<file path="src/rtl/rfs_pkg.sv">
package rfs_pkg;

   // Cycles per row refresh slot: floor(hz * us / (1e6 * rows)).
   function automatic longint unsigned calc_interval(input longint unsigned hz,
                                                     input longint unsigned ret_us,
                                                     input longint unsigned rows);
      return (hz * ret_us) / (64'd1000000 * rows);
   endfunction

   function automatic bit is_pow2(input longint unsigned v);
      return (v != 0) && ((v & (v - 1)) == 0);
   endfunction

endpackage

</file>
<file path="src/rtl/rfs_tick_gen.sv">
module rfs_tick_gen #(
   parameter int unsigned INTERVAL = 8
) (
   input  logic clk,
   input  logic rst_n,
   output logic tick
);
   localparam int unsigned TW = (INTERVAL > 1) ? $clog2(INTERVAL) : 1;
   localparam logic [TW-1:0] LAST = TW'(INTERVAL - 1);

   logic [TW-1:0] cnt;

   // Slot boundary: counter sits on its final value.
   assign tick = (cnt == LAST);

   always_ff @(posedge clk or negedge rst_n) begin
      if (!rst_n)    cnt <= '0;
      else if (tick) cnt <= '0;
      else           cnt <= cnt + TW'(1);
   end
endmodule

</file>
<file path="src/rtl/rfs_debt_ctr.sv">
module rfs_debt_ctr #(
   parameter int unsigned MAX_POSTPONE = 8,
   parameter int unsigned CNT_W        = 4
) (
   input  logic             clk,
   input  logic             rst_n,
   input  logic             tick,
   input  logic             done,
   output logic [CNT_W-1:0] pending,
   output logic             req,
   output logic             urgent,
   output logic             error,
   output logic             accept
);
   localparam logic [CNT_W-1:0] LIMIT = CNT_W'(MAX_POSTPONE);

   logic at_limit;

   assign at_limit = (pending == LIMIT);
   assign req      = (pending != '0);
   assign urgent   = at_limit;
   // A strobe only counts when something is owed.
   assign accept   = done && req;

   always_ff @(posedge clk or negedge rst_n) begin
      if (!rst_n) begin
         pending <= '0;
         error   <= 1'b0;
      end else begin
         if (tick && !accept) begin
            if (at_limit) error   <= 1'b1;
            else          pending <= pending + CNT_W'(1);
         end else if (!tick && accept) begin
            pending <= pending - CNT_W'(1);
         end
      end
   end
endmodule

</file>
<file path="src/rtl/rfs_row_ctr.sv">
module rfs_row_ctr #(
   parameter int unsigned ROWS  = 8192,
   parameter int unsigned ROW_W = 13
) (
   input  logic             clk,
   input  logic             rst_n,
   input  logic             advance,
   output logic [ROW_W-1:0] row
);
   localparam bit POW2 = rfs_pkg::is_pow2(ROWS);

   generate
      if (POW2) begin : g_wrap_natural
         always_ff @(posedge clk or negedge rst_n) begin
            if (!rst_n)       row <= '0;
            else if (advance) row <= row + ROW_W'(1);
         end
      end else begin : g_wrap_compare
         localparam logic [ROW_W-1:0] TOP = ROW_W'(ROWS - 1);
         always_ff @(posedge clk or negedge rst_n) begin
            if (!rst_n)       row <= '0;
            else if (advance) row <= (row == TOP) ? '0 : row + ROW_W'(1);
         end
      end
   endgenerate
endmodule

</file>
<file path="src/rtl/dram_refresh_sched.sv">
module dram_refresh_sched #(
   parameter longint unsigned CLK_HZ       = 800_000_000,
   parameter longint unsigned RETENTION_US = 64_000,
   parameter int unsigned     ROWS         = 8192,
   parameter int unsigned     MAX_POSTPONE = 8,
   parameter int unsigned     ROW_W        = (ROWS > 1) ? $clog2(ROWS) : 1,
   parameter int unsigned     CNT_W        = $clog2(MAX_POSTPONE + 1)
) (
   input  logic             clk,
   input  logic             rst_n,
   input  logic             ref_done,
   output logic             ref_req,
   output logic             ref_urgent,
   output logic             debt_error,
   output logic [ROW_W-1:0] next_row,
   output logic [CNT_W-1:0] pending
);
   localparam longint unsigned INTERVAL_L =
      rfs_pkg::calc_interval(CLK_HZ, RETENTION_US, longint'(ROWS));
   localparam int unsigned INTERVAL = int'(INTERVAL_L);

   generate
      if (ROWS < 2) begin : g_bad_rows
         $error("ROWS must be at least 2");
      end
      if (MAX_POSTPONE < 1) begin : g_bad_max
         $error("MAX_POSTPONE must be at least 1");
      end
      if (INTERVAL_L < 1 || INTERVAL_L > 64'hFFFF_FFFF) begin : g_bad_interval
         $error("refresh interval out of range");
      end
      if (ROW_W < $clog2(ROWS)) begin : g_bad_row_w
         $error("ROW_W too narrow for ROWS");
      end
      if (CNT_W < $clog2(MAX_POSTPONE + 1)) begin : g_bad_cnt_w
         $error("CNT_W too narrow for MAX_POSTPONE");
      end
   endgenerate

   logic tick;
   logic accept;

   rfs_tick_gen #(.INTERVAL(INTERVAL)) u_tick (
      .clk  (clk),
      .rst_n(rst_n),
      .tick (tick)
   );

   rfs_debt_ctr #(.MAX_POSTPONE(MAX_POSTPONE), .CNT_W(CNT_W)) u_debt (
      .clk    (clk),
      .rst_n  (rst_n),
      .tick   (tick),
      .done   (ref_done),
      .pending(pending),
      .req    (ref_req),
      .urgent (ref_urgent),
      .error  (debt_error),
      .accept (accept)
   );

   rfs_row_ctr #(.ROWS(ROWS), .ROW_W(ROW_W)) u_row (
      .clk    (clk),
      .rst_n  (rst_n),
      .advance(accept),
      .row    (next_row)
   );
endmodule

</file>
<file path="config.mk">
export PLATFORM = sky130hd
export DESIGN_NAME = dram_refresh_sched
export DESIGN_NICKNAME = d
export VERILOG_FILES = /design/src/rtl/rfs_pkg.sv /design/src/rtl/rfs_tick_gen.sv /design/src/rtl/rfs_debt_ctr.sv /design/src/rtl/rfs_row_ctr.sv /design/src/rtl/dram_refresh_sched.sv
export SDC_FILE = /design/constraint.sdc
export NUM_CORES = 1
export LEC_CHECK = 0
export ABC_AREA = 1
export BUFFER_PORTS_ARGS = -buffer_cell sky130_fd_sc_hd__buf_2
export CORE_UTILIZATION = 55
export DETAILED_ROUTE_END_ITERATION = 8
export HOLD_SLACK_MARGIN = 0.08
export PLACE_DENSITY = 0.76
export SLEW_MARGIN = 20
export SYNTH_ARGS = -nofsm -noshare
export SYNTH_HDL_FRONTEND = slang
export SYNTH_HIERARCHICAL = 1
export SYNTH_SLANG_ARGS = --single-unit
export TNS_END_PERCENT = 10
</file>
<file path="constraint.sdc">
create_clock -name clk -period 3.2 [get_ports clk]
set_clock_uncertainty 0.15 [all_clocks]
set_input_delay 0.48 -clock clk [delete_from_list [all_inputs] [get_ports clk]]
set_output_delay 0.48 -clock clk [all_outputs]
set_load 0.005 [all_outputs]
</file>
==> flow_summary.ini <==
[sta]
rsz0062_at_grt = no
fmax_ghz = 0.408
hold_violations = 0
setup_viol = 0
period_needed_ps = 2450
tns_ps = 0
maxSlewHeadroom = 0.554
worst_pin_slew_ps = 668
maxSlewViolCount = 0
fin_crit_sh = 0.766

[worst_setup_path]
cp-end-kind = flip-flop
path_class = flip-flop to flip-flop
cp_data_arrival_time_ps = 2530
slowest_stage = dfrtp_1
crit_fanout = 6
r2r_setup_slack_ps = 750
critical_path_required_ps = 3280
crit_buf_inv = 4
crit_chain = inv_1 > ha_1 > nand2_1 > inv_1 > nand2_1 > nor2_1 > nand2_1 > inv_1 > nand2_1 > ha_1 > nand2_1 > nand2_1 > nor2_1 > inv_1 > nand2_1 > nand3_1 > nand2_1 > nand2_1
critPathMaxStageDelay_ps = 410
critical_path.top_delay_family = simple AND/OR/NAND/NOR gates
cp_common_cell = nand2_1
worstSetupStartpointType = flip-flop

[synthesis]
ys.flop_type = dfrtp_1
netlist_area_sq_um = 1830
synth-xor-area-share = 0.0767
synth_fp_nets = 246
synthTopCellsByArea = dfrtp_1, nand2_1, inv_1
synth_top_family_by_area = simple AND/OR/NAND/NOR gates
synthAdderAreaFrac = 0.0452
synth_mux_area_frac = 0
yosysSeqAreaShare = 0.425
synth_async_sr_flop_share = 1.00
synth_commonest_cells = nand2_1, inv_1, nor2_1, dfrtp_1, nand3_1
yosys.area.top_type = dfrtp_1
avgSynthCellArea_sq_um = 7.71
post-synth-top-count-cell = nand2_1
synthSimpleGateAreaFrac = 0.346
ys_ff_latch = 31
synth_top_area_share = 0.425
synth-edff-count = 0
synth-compound-area-share = 0.0185
ys_types = 22
yosysWarnings = 6
synth_cells = 237

[layout]
fin_nets = 274
drive_gt1_frac = 0.177
syn2layout_area_growth_pct = 13.6
num-fill-cells = 287
seq_area_sq_um = 776
stdcell_area_sq_um = 2080
multi_input_area_sq_um = 888
final_core_util = 0.669
antenna_cells = 0
instances_no_fill = 310

[power]
p_leak_nw = 1.12
p_comb_frac = 0.289
power_density_nw_per_um2 = 599
clockPowerShare = 0.258
seqPwrFrac = 0.453
swShare = 0.353
p_int_mw = 0.805
totalPowerFinal_mw = 1.24
switchingPower_mw = 0.438
irDropWorstVdd_mv = 0.402

[detailed_routing]
avgRoutedWirePerCell_um = 10.8
antenna_left = 0
vias = 1509
routed_wl_um = 3350
via_per_inst = 4.87
route.detailed.drc = 0
drt-initial-drc-count = 60
dr.pass1.iters = 4

[flow_run]
cap_violations = 0

[placement]
port_buffers = 22
dp.cells = 301
globalplace.congestion = 0.934
dpl_cell_area_sq_um = 1980
hpwl_um = 2470

[die]
rows = 20
fp.dieArea_sq_um = 3560
ios = 23
initial_core_util = 0.589
die_width_um = 59.6
die_y_um = 59.6
core-area_sq_um = 3100

[clock_tree]
cts_root_buf = clkbuf_4
clkSinkCount = 31
cts_resized = 0
clk_pin_slew_worst_paths_ps = 100
clock_path_buffers = 2
clk_latency_ps = 340
post_cts_buffers = 0
numCtsBuffers = 5
cts_tree = built
htree_num_levels = 2

[grt]
grt_use_total = 0.218
antenna_found_initial = 0
grt_pass1_wl_um = 5670
grt_pass1_vias = 1304
overflow = 0
grt_max_degree = 32

[worst_hold_path]
min_path_type = flip-flop to flip-flop

[status]
outcome = completed
timing repair:
item / 4_1_cts / 5_1_grt
endpoints found under the setup margin: 0 / 0
hold buffers: 1 / 0
endpoints found under the hold margin: 31 / 0
sequential cells by signal, summed over array words and instances (netlist names):
name / count
u_debt/error: 1
u_debt/pending: 4
u_tick/cnt: 13
u_row/row: 13
layout by cell type, fill, tap and decap left out, types with 2 or more instances in the layout:
master    instances
nor2_1           32
inv_1            40
ha_1              5
clkbuf_4          5
dfrtp_1          31
nand2_4           2
nand4_1           7
nand4_2           2
nand2_1          61
buf_2            22
nand3b_1          3
nand3_1          18
xor2_1           13
xnor2_1           3
nor2_2            9
nand2_2           2
o21ai_0           2
layer usage:
metal  track usage  part of all wire
met5             0                 0
met2         0.327              0.44
met1         0.299              0.50
met4         0.110             0.024
met3        0.0459             0.031
path summary, 6_finish.rpt:
path / endpoint / startpoint / depth (start not counted)
setup / recovery: u_debt/pending[3]$_DFFE_PN0P_ / u_tick/cnt[1]$_DFF_PN0_ / 18
hold / removal: u_debt/error$_DFFE_PN0P_ / u_debt/error$_DFFE_PN0P_ / 1
setup reg to reg: u_debt/pending[3]$_DFFE_PN0P_ / u_tick/cnt[1]$_DFF_PN0_ / 18
hold reg to reg: u_debt/error$_DFFE_PN0P_ / u_debt/error$_DFFE_PN0P_ / 1
max in group asynchronous: u_debt/pending[3]$_DFFE_PN0P_ / rst_n / 2
min in group asynchronous: u_tick/cnt[10]$_DFF_PN0_ / rst_n / 2
cells by family after synthesis:
logic type	after synthesis
xor gates and xnor gates	16
adders and majority gates	6
and+or+nand+nor	137
buffers and inverters	42
DFF	31
AOI/OAI and AO/OA	5
power by group through the flow:
stage          clock (mW)  combinational, mW  sequential (mW)
2_1_floorplan           0              0.236            0.563
3_3_place_gp            0              0.352            0.570
3_5_place_dp            0              0.357            0.571
4_1_cts             0.333              0.363            0.565
5_1_grt             0.352              0.422            0.578
6_report            0.321              0.359            0.564
per-stage QoR:
step	worst slack [ps]	hold WS, ps
after global placement	858	346
after CTS	754	360
after global routing	398	387
after floorplan	980	34.4
final	750	354
after detailed placement	763	330
layout make-up:
class,count,area share
well taps,44,0.0265
multi-input cells,164,0.428
repair buffers,23,0.0579
inverters,40,0.0723
clock buffers,6,0.0247
flip-flops and latches,31,0.374
clock inverters,2,0.0169
(Power assumes the default switching activity.)
